<file path="src/rtl/blit2d_engine.sv">
module blit2d_engine #(
  parameter int CW = 12,
  parameter int PW = 16,
  parameter int OW = 24,
  parameter int MEM_BYTES = 4096,
  localparam int MAW = $clog2(MEM_BYTES) - 2
) (
  input  logic           clk,
  input  logic           rst_n,
  input  logic           start,
  input  logic [3:0]     fmt_code,
  input  logic           own_sel,
  input  logic           variant_en,
  input  logic [31:0]    disp_start,
  input  logic [OW-1:0]  src_off,
  input  logic [PW-1:0]  src_pitch,
  input  logic [OW-1:0]  dst_off,
  input  logic [PW-1:0]  dst_pitch,
  input  logic [OW-1:0]  dflt_off,
  input  logic [PW-1:0]  dflt_pitch,
  input  logic [31:0]    mix,
  input  logic [31:0]    brush_fg,
  input  logic [23:0]    pal0_rgb,
  input  logic [23:0]    pal1_rgb,
  input  logic [CW-1:0]  src_x,
  input  logic [CW-1:0]  src_y,
  input  logic [CW-1:0]  rect_w,
  input  logic [CW-1:0]  rect_h,
  input  logic           xy_load,
  input  logic [CW-1:0]  xy_load_x,
  input  logic [CW-1:0]  xy_load_y,
  input  logic           mem_ready,
  input  logic [31:0]    mem_rdata,
  output logic           mem_req,
  output logic           mem_we,
  output logic [MAW-1:0] mem_addr,
  output logic [3:0]     mem_be,
  output logic [31:0]    mem_wdata,
  output logic           busy,
  output logic           done,
  output logic           fmt_err,
  output logic           rop_err,
  output logic           oob_rej,
  output logic [CW-1:0]  dst_x,
  output logic [CW-1:0]  dst_y
);
  localparam int XW = (OW > 27 ? OW : 27) + PW + CW + 4;
  localparam logic [7:0] ROP_SRC = 8'hCC;
  localparam logic [7:0] ROP_PAT = 8'hF0;
  localparam logic [7:0] ROP_BLK = 8'h00;
  localparam logic [7:0] ROP_WHT = 8'hFF;

  typedef enum logic [2:0] {S_IDLE, S_CHK, S_RD0, S_RD1, S_WR0, S_WR1} st_t;
  st_t st;

  logic [2:0] bpb;
  always_comb begin
    case (fmt_code)
      4'd2:       bpb = 3'd1;
      4'd3, 4'd4: bpb = 3'd2;
      4'd5:       bpb = 3'd3;
      4'd6:       bpb = 3'd4;
      default:    bpb = 3'd0;
    endcase
  end

  wire [7:0] rop     = mix[23:16];
  wire       is_copy = rop == ROP_SRC;
  wire       rop_ok  = is_copy | (rop == ROP_PAT) | (rop == ROP_BLK) | (rop == ROP_WHT);

  logic [31:0] fill_word;
  always_comb begin
    case (rop)
      ROP_PAT: fill_word = {brush_fg[7:0], brush_fg[15:8], brush_fg[23:16], brush_fg[31:24]};
      ROP_BLK: fill_word = {pal0_rgb, 8'hFF};
      ROP_WHT: fill_word = {pal1_rgb, 8'hFF};
      default: fill_word = 32'd0;
    endcase
  end

  wire [XW-1:0] scale   = variant_en ? XW'(bpb) : XW'(1);
  wire [XW-1:0] adj     = variant_en ? XW'(disp_start[26:0]) : '0;
  wire [XW-1:0] s_base  = (own_sel ? XW'(src_off) : XW'(dflt_off)) + adj;
  wire [XW-1:0] d_base  = (own_sel ? XW'(dst_off) : XW'(dflt_off)) + adj;
  wire [XW-1:0] s_pitch = (own_sel ? XW'(src_pitch) : XW'(dflt_pitch)) * scale;
  wire [XW-1:0] d_pitch = (own_sel ? XW'(dst_pitch) : XW'(dflt_pitch)) * scale;
  wire [XW-1:0] lim     = XW'(MEM_BYTES);

  wire [XW-1:0] d_reach = d_base + XW'(dst_x) + (XW'(dst_y) + XW'(rect_h)) * d_pitch;
  wire [XW-1:0] s_reach = s_base + XW'(src_x) + (XW'(src_y) + XW'(rect_h)) * s_pitch;
  wire d_bad = (d_base >= lim) || (d_reach >= lim);
  wire s_bad = (s_base >= lim) || (s_reach >= lim);

  logic [CW-1:0] px, py;
  logic [31:0]   rd0, rd1;

  wire [XW-1:0] d_addr = d_base + (XW'(dst_y) + XW'(py)) * d_pitch + (XW'(dst_x) + XW'(px)) * XW'(bpb);
  wire [XW-1:0] s_addr = s_base + (XW'(src_y) + XW'(py)) * s_pitch + (XW'(src_x) + XW'(px)) * XW'(bpb);
  wire [1:0]     d_off  = d_addr[1:0];
  wire [1:0]     s_off  = s_addr[1:0];
  wire [MAW-1:0] d_word = d_addr[MAW+1:2];
  wire [MAW-1:0] s_word = s_addr[MAW+1:2];
  wire           s_two  = (3'(s_off) + bpb) > 3'd4;

  wire [3:0]  pmask  = 4'((5'd1 << bpb) - 5'd1);
  wire [63:0] s_pair = {rd1, rd0} >> {s_off, 3'b000};
  wire [31:0] pix    = is_copy ? s_pair[31:0] : fill_word;
  wire [63:0] w_pair = {32'd0, pix} << {d_off, 3'b000};
  wire [7:0]  b_pair = {4'd0, pmask} << d_off;

  wire unused_bits = ^{s_addr[XW-1:MAW+2], d_addr[XW-1:MAW+2], s_pair[63:32],
                       mix[31:24], mix[15:0], disp_start[31:27]};

  wire last_px  = px == rect_w - CW'(1);
  wire last_py  = py == rect_h - CW'(1);
  wire adv      = mem_ready && (((st == S_WR0) && (b_pair[7:4] == 4'd0)) || (st == S_WR1));
  wire chk_pass = (bpb != 3'd0) && !d_bad && rop_ok && !(is_copy && s_bad);
  wire empty    = (rect_w == '0) || (rect_h == '0);
  wire fin      = (adv && last_px && last_py) || ((st == S_CHK) && chk_pass && empty);

  assign busy      = st != S_IDLE;
  assign mem_req   = (st == S_RD0) || (st == S_RD1) || (st == S_WR0) || (st == S_WR1);
  assign mem_we    = (st == S_WR0) || (st == S_WR1);
  assign mem_addr  = (st == S_RD0) ? s_word :
                     (st == S_RD1) ? s_word + MAW'(1) :
                     (st == S_WR1) ? d_word + MAW'(1) : d_word;
  assign mem_be    = (st == S_WR0) ? b_pair[3:0] : (st == S_WR1) ? b_pair[7:4] : 4'hF;
  assign mem_wdata = (st == S_WR1) ? w_pair[63:32] : w_pair[31:0];

  always_ff @(posedge clk or negedge rst_n) begin
    if (!rst_n) begin
      st      <= S_IDLE;
      done    <= 1'b0;
      fmt_err <= 1'b0;
      rop_err <= 1'b0;
      oob_rej <= 1'b0;
      px      <= '0;
      py      <= '0;
      rd0     <= '0;
      rd1     <= '0;
      dst_x   <= '0;
      dst_y   <= '0;
    end else begin
      done <= 1'b0;
      case (st)
        S_IDLE: begin
          if (start) begin
            st      <= S_CHK;
            fmt_err <= 1'b0;
            rop_err <= 1'b0;
            oob_rej <= 1'b0;
            px      <= '0;
            py      <= '0;
          end else if (xy_load) begin
            dst_x <= xy_load_x;
            dst_y <= xy_load_y;
          end
        end
        S_CHK: begin
          if (bpb == 3'd0) begin
            fmt_err <= 1'b1;
            st      <= S_IDLE;
            done    <= 1'b1;
          end else if (d_bad) begin
            oob_rej <= 1'b1;
            st      <= S_IDLE;
            done    <= 1'b1;
          end else if (!rop_ok) begin
            rop_err <= 1'b1;
            st      <= S_IDLE;
            done    <= 1'b1;
          end else if (is_copy && s_bad) begin
            oob_rej <= 1'b1;
            st      <= S_IDLE;
            done    <= 1'b1;
          end else if (empty) begin
            st <= S_IDLE;
          end else begin
            st <= is_copy ? S_RD0 : S_WR0;
          end
        end
        S_RD0: if (mem_ready) begin
          rd0 <= mem_rdata;
          st  <= s_two ? S_RD1 : S_WR0;
        end
        S_RD1: if (mem_ready) begin
          rd1 <= mem_rdata;
          st  <= S_WR0;
        end
        S_WR0: if (mem_ready && (b_pair[7:4] != 4'd0)) st <= S_WR1;
        default: ;
      endcase
      if (adv) begin
        if (!last_px) px <= px + CW'(1);
        else begin
          px <= '0;
          if (!last_py) py <= py + CW'(1);
        end
        st <= (last_px && last_py) ? S_IDLE : (is_copy ? S_RD0 : S_WR0);
      end
      if (fin) begin
        done  <= 1'b1;
        dst_y <= dst_y + rect_h;
        if (is_copy) dst_x <= dst_x + rect_w;
      end
    end
  end
endmodule

</file>
<file path="config.mk">
export PLATFORM = sky130hd
export DESIGN_NAME = blit2d_engine
export DESIGN_NICKNAME = d
export VERILOG_FILES = /design/src/rtl/blit2d_engine.sv
export SDC_FILE = /design/constraint.sdc
export NUM_CORES = 2
export LEC_CHECK = 0
export BUFFER_PORTS_ARGS = -buffer_cell sky130_fd_sc_hd__clkbuf_2
export CAP_MARGIN = 10
export CORE_UTILIZATION = 46
export DETAILED_ROUTE_END_ITERATION = 10
export PLACE_DENSITY = 0.65
export SLEW_MARGIN = 20
export SYNTH_ARGS = -nofsm -noshare
export SYNTH_HDL_FRONTEND = slang
export SYNTH_SLANG_ARGS = --single-unit
</file>
<file path="constraint.sdc">
create_clock -name clk -period 15.1 [get_ports clk]
set_input_delay 2.265 -clock clk [delete_from_list [all_inputs] [get_ports clk]]
set_output_delay 2.265 -clock clk [all_outputs]
set_load 0.01 [all_outputs]
</file>
# Yosys cells after proc, flatten, opt, wreduce, memory -nomap -nowiden
# Cells that the tools add are included.
word_totals:
  word_cells: 196
  reg_bits: 119
  out_inout_bits: 77
  in_bits: 379
op_classes:
  bitwise_logic: 3
  magnitude_cmp: 5
  shift: 4
  n_mul: 8
  n_eq_ne: 27
  n_addsub: 26
  mux: 65
  n_reduce_logical: 47
ops:
  columns: ["op", "n"]
  rows:
  - ["two-way mux 12 bit", 18]
  - ["one-hot mux 32 bit (3 select lines)", 1]
  - ["adder 12 x 12 -> 13 bit", 6]
  - ["adder 12 bit", 6]
  - ["adder 29 x 32 -> 33 bit", 2]
  - [">= comparator 33 x 13 -> 1 bit (second input constant)", 2]
  - ["multiplier 13 x 19 -> 32 bit", 2]
  - ["two-way mux 32 bit", 2]
  - ["left shift 32 x 5 -> 64 bit", 1]
  - [">> shifter 64 x 5 -> 32 bit", 1]
  - ["adder 28 x 12 -> 29 bit", 2]
  - ["adder 24 x 27 -> 28 bit", 2]
  - [">= comparator 28 x 13 -> 1 bit (second input constant)", 2]
  - ["two-way mux 24 bit", 2]
  - ["two-way mux 3 bit", 14]
  - ["multiplier 13 x 19 -> 12 bit", 2]
  - ["multiplier 16 x 3 -> 19 bit", 2]
  - ["two-way mux 16 bit", 2]
  - ["two-way mux 10 bit", 3]
  - ["two-way mux 27 bit", 1]
  - ["multiplier 13 x 3 -> 12 bit", 2]
  - ["adder 12 x 1 -> 12 bit (second input constant)", 2]
  - ["equality test 12 bit", 2]
  - ["equality test 8 bit (second input constant)", 3]
  - ["37 further kinds", 103]

# Longest topological paths before layout
logic_depth:
  depth_word: 18
  depth_mapped: 51
  mapped_depth_nobuf: 45

# Least setup slack after synthesis
# Ideal clock, no wire load.
synth_path:
  path_kind: "in2reg"
  startpoint: "input port fmt_code[2]"
  endpoint: "register dst_y[5]"
  setup_ps: 125
  n_path_buf: 6
  path_stages: 48
  slack_ps: 640
  t_arrival_ps: 14335
  path_cell_list: "clkbuf_1 -> inv_1 -> nor3b_1 -> and2_1 -> clkbuf_1 -> buf_1 -> nand2_1 -> fa_1 -> inv_1 -> ha_1 -> clkbuf_1 -> and3_1 -> a221o_1 -> o211ai_1 -> o21ba_2 -> o21bai_1 -> a21o_1 -> a21o_1 -> (+12 left out) -> fa_1 -> inv_1 -> fa_1 -> inv_1 -> ha_1 -> a21oi_2 -> o21ai_1 -> a311oi_2 -> nand3_2 -> xor2_1 -> or4_1 -> or4_1 -> or4_1 -> or4_4 -> nand2_2 -> a31oi_4 -> buf_6 -> mux2_4"
synth_via:
  elab_chain_cells: 18
  elab_cells_between_ends: 46
synth_rtl:
  columns: ["element", "line", "rtl"]
  rows:
  - ["from (decl)", "11", "input logic [3:0] fmt_code,"]
  - ["equality test 4 x 2 -> 1 bit / equality test 4 x 3 -> 1 bit (equally long branches)", "58", "case (fmt_code)"]
  - ["OR reduction 2 bit", "58", null]
  - ["one-hot mux 3 bit (4 select lines) (*)", "58", null]
  - ["two-way mux 3 bit", "81", "wire [XW-1:0] scale = variant_en ? XW'(bpb) : XW'(1);"]
  - ["multiplier 16 x 3 -> 19 bit", "86", "wire [XW-1:0] d_pitch = (own_sel ? XW'(dst_pitch) : XW'(dflt_pitch)) * scale;"]
  - ["multiplier 13 x 19 -> 32 bit / multiplier 13 x 19 -> 12 bit (equally long branches)", "89, 97", null]
  - ["adder 29 x 32 -> 33 bit / adder 12 bit (equally long branches)", "89, 97", null]
  - [">= comparator 33 x 13 -> 1 bit / adder 12 bit (equally long branches)", "91, 97", null]
  - ["logical OR 1 bit / left shift 4 x 2 -> 8 bit (equally long branches)", "91, 109", null]
  - ["logical NOT 1 bit / logical NOT 4 bit (equally long branches)", "117, 116", null]
  - ["logical AND 1 bit (on tied branches)", "117, 116", null]
  - ["logical AND 1 bit / logical OR 1 bit (equally long branches)", "117, 116", null]
  - ["logical AND 1 bit (on tied branches)", "117, 116", null]
  - ["logical AND 1 bit (2 in a row)", "119", "wire fin = (adv && last_px && last_py) || ((st == S_CHK) && chk_pass && empty);"]
  - ["logical OR 1 bit (*)", "119", null]
  - ["!= test 2 x 1 -> 1 bit (no line) / nonzero test 2 bit (equally long branches)", null, null]
  - ["AND reduction 3 bit (no line)", null, null]
  - ["to (signal assigned)", "156", "dst_y <= xy_load_y;"]
  - ["to (signal assigned)", "203", "dst_y <= dst_y + rect_h;"]
  - ["to (decl)", "45", "output logic [CW-1:0] dst_y"]
# Mark *: on every way between the ends. The rest lies on a longest branch, timed or not.
# A chain may end at the register's enable or synchronous reset.

# Worst setup path in the final report
layout_path:
  startpoint: "input port fmt_code[1]"
  endpoint: "output port mem_addr[9]"
layout_via:
  elab_chain_cells: 12
  elab_cells_between_ends: 23
layout_rtl:
  columns: ["element", "line", "rtl"]
  rows:
  - ["equality test 4 x 2 -> 1 bit / equality test 4 x 3 -> 1 bit (equally long branches)", "58", null]
  - ["OR reduction 2 bit", "58", null]
  - ["one-hot mux 3 bit (4 select lines) (*)", "58", null]
  - ["two-way mux 3 bit", "81", null]
  - ["multiplier 16 x 3 -> 19 bit", "86", null]
  - ["multiplier 13 x 19 -> 12 bit", "97", "wire [XW-1:0] d_addr = d_base + (XW'(dst_y) + XW'(py)) * d_pitch + (XW'(dst_x) + XW'(px)) * XW'(bpb);"]
  - ["adder 12 bit (2 in a row)", "97", null]
  - ["adder 10 x 1 -> 10 bit", "126", "(st == S_WR1) ? d_word + MAW'(1) : d_word;"]
  - ["two-way mux 10 bit", "126", null]
  - ["two-way mux 10 bit", "125", "(st == S_RD1) ? s_word + MAW'(1) :"]
  - ["two-way mux 10 bit (*)", "124", "assign mem_addr = (st == S_RD0) ? s_word :"]
  - ["to (decl)", "36", "output logic [MAW-1:0] mem_addr,"]
# Marks and branches as above.

==> flow_metrics.py <==
metrics = {
    "yosys": {
        "synth_top_family_by_area": "adder cells",
        "synth.area.mux_share_pct": 4.49,
        "synth_fp_nets": 6742,
        "synth_compound_area_share_pct": 12.6,
        "synthSimpleGateAreaFrac_pct": 18.9,
        "synth-async-reset-ratio_pct": 100,
        "yosys_warnings": 0,
        "ys_ff_latch": 111,
        "synth-xor-area-share_pct": 6.40,
        "synthAdderAreaFrac_pct": 42.6,
        "synth_edf_count": 0,
        "syn_avg_cell_area_sq_um": 8.18,
        "netlist_area_sq_mm": 0.0431,
        "seq_area_frac_synth_pct": 6.44,
        "synthDistinctLibCells": 91,
        "synthCells": 5277,
        "synthFlopType": "dfrtp_1",
    },
    "finish": {
        "nNetsFinal": 7086,
        "fin_area_sq_mm": 0.0472,
        "synthToLayoutAreaGrowth_pct": 9.51,
        "drive_gt1_share_pct": 12.1,
    },
    "sta": {
        "slew_headroom_pct": 21.8,
        "fin_crit_ps": 14660,
        "worst_pin_slew_ps": 1170,
        "setup_tns_ps": 0,
        "hold_violations": 0,
        "final-max-slew-violation-count": 0,
        "setup_viol": 0,
        "rsz0062_at_grt": "no",
        "clock_skew_ps": 15.5,
        "fmax_mhz": 68.2,
        "post-route-period-util_pct": 97.1,
    },
    "grt": {
        "overflow": 0,
        "grt_max_degree": 91,
        "antenna_found_initial": 7,
        "grt_pass1_wl_microns": 226000,
        "track_usage_pct": 31.3,
        "grt_pass1_vias": 38552,
    },
    "floorplan": {
        "core_sq_mm": 0.0922,
        "die_area_sq_mm": 0.0950,
        "chipHeight_microns": 308,
        "initial_utilization_pct": 46.8,
        "pin_count": 456,
        "num_rows": 111,
        "die_x_microns": 308,
    },
    "routing": {
        "remaining_drc_errors": 0,
        "ant_nets": 0,
        "vias_per_cell": 5.62,
        "drt-initial-drc-count": 3121,
        "totalWireLength_microns": 148000,
        "routed-via-count": 38604,
        "drtPass1Iterations": 9,
        "routedWlPerCell_microns": 21.5,
    },
    "placed_design": {
        "hpwl_microns": 127000,
        "gp_congestion": 1.00,
        "port_buffers": 426,
        "dpl_cell_area_sq_mm": 0.0469,
    },
    "critical_path": {
        "path_buf_inv": 9,
        "worst-setup-path-type": "in -> out",
        "critPathSlowestCell": "fa_1",
        "cpPeakStageDelay_ps": 570,
        "cp.arrival_ps": 12390,
        "path_max_fanout": 23,
        "endpoint_kind": "output pin",
        "reg2reg_depth": 39,
        "worst-path-stages": 41,
        "worstSetupStartpointType": "input pin",
        "cp_top_family": "adder cells",
        "required_ps": 12840,
        "crit_top_cell": "fa_1",
    },
    "clock_network": {
        "clkTransAtPathRegs_ps": 80,
        "clkLatencyLatePin_ps": 390,
        "cts_tree": "done",
        "root_buffer": "clkbuf_16",
        "clock_path_buffers": 2,
        "cts_buffers": 9,
        "htreeDepth": 3,
        "clock_sinks": 111,
    },
    "min_path": {
        "hp-class": "reg -> reg",
        "holdPathStages": 1,
    },
    "flow_run": {
        "drv_cap": 0,
    },
    "run_status": {
        "status": "finished, final reports clean",
    },
}
worst paths after layout:
kind	from	end	slack, ps
worst min register to register	oob_rej	oob_rej	510
worst max register to register	dst_y[0]	dst_x[0]	4080
worst max-delay path	fmt_code[1]	mem_addr[9]	440
max in group asynchronous	rst_n	dst_y[1]	12170
worst min-delay path	oob_rej	oob_rej	510
min in group asynchronous	rst_n	py[2]	1830
logic make-up after synthesis:
logic type,after synthesis
xor gates and xnor gates,312
muxes,173
AOI/OAI and AO/OA,833
DFF,111
buffers and inverters,989
and+or+nand+nor,1773
adders and majority gates,1086
metal layers:
metal | track usage [%] | share of wire, %
met4 | 12.1 | 4.2
met1 | 42.7 | 43
met2 | 48.7 | 44
met5 | 0 | 0.0061
met3 | 5.91 | 8.5
flip-flops by register name, indices dropped and copies added, names as in the netlist:
signal   count
rd0         32
rd1         24
dst_x       12
dst_y       12
px          12
py          12
st           3
done         1
fmt_err      1
oob_rej      1
rop_err      1
cell type report:
| cell class | count | area [sq um] |
|---|---|---|
| diodes | 5 | 12.5 |
| inverters | 807 | 3030 |
| well taps | 1243 | 1560 |
| fillers | 9017 | 45000 |
| multi-input cells | 4177 | 36700 |
| clock buffers | 9 | 225 |
| clock inverters | 7 | 90.1 |
| flip-flops and latches | 111 | 2780 |
| repair buffers | 515 | 2820 |
worst reg2reg max path: cells and delay by family, from the launching register on:
| family | cells | cell delay, ps |
|---|---|---|
| compound gates | 14 | 3180 |
| simple gates | 7 | 1330 |
| flops | 1 | 510 |
| fa+ha+maj | 9 | 3940 |
| buf+inv | 7 | 1000 |
| xor+xnor | 1 | 630 |
| mux | 1 | 340 |
Yosys cell counts (69+ instances only):
library cell | number | area, sq um
mux2_2 | 75 | 845
nand2b_1 | 102 | 638
inv_1 | 807 | 3030
nand2_1 | 812 | 3050
a21oi_1 | 226 | 1130
xor2_1 | 109 | 955
fa_1 | 638 | 12800
nand3_1 | 69 | 345
mux2i_1 | 88 | 881
clkbuf_1 | 167 | 627
o21ai_0 | 193 | 966
and2_1 | 162 | 1010
nor2_1 | 345 | 1290
xnor2_1 | 201 | 1760
nor3_1 | 69 | 345
ha_1 | 448 | 5610
dfrtp_1 | 111 | 2780
repair_timing:
action,CTS,global route
endpoints found under the setup margin,0,29
setup buffers,0,0
hold buffers,0,0
gates resized for setup,0,8
metrics by stage:
step	cells	setup WS [ps]	utilization, %	hold WS (ps)
2_1_floorplan	5277	640	-	474
3_3_place_gp	6853	111	50.8	477
3_5_place_dp	6853	-29.8	50.8	485
4_1_cts	6869	96.1	51.2	504
5_1_grt	6873	9.12	51.2	522
6_report	6874	442	51.2	506
layout by cell type (no fill, tap or decap), drive strengths merged, types with 111 or more instances in the layout:
master,n
a21oi,229
and2,163
clkbuf,433
dfrtp,111
fa,638
ha,448
inv,810
nand2,813
nor2,345
o21ai,198
xnor2,201
Power is left out: the tool's default activity adds up to more than one toggle a clock period on the data nets, which glitch-free logic cannot reach.
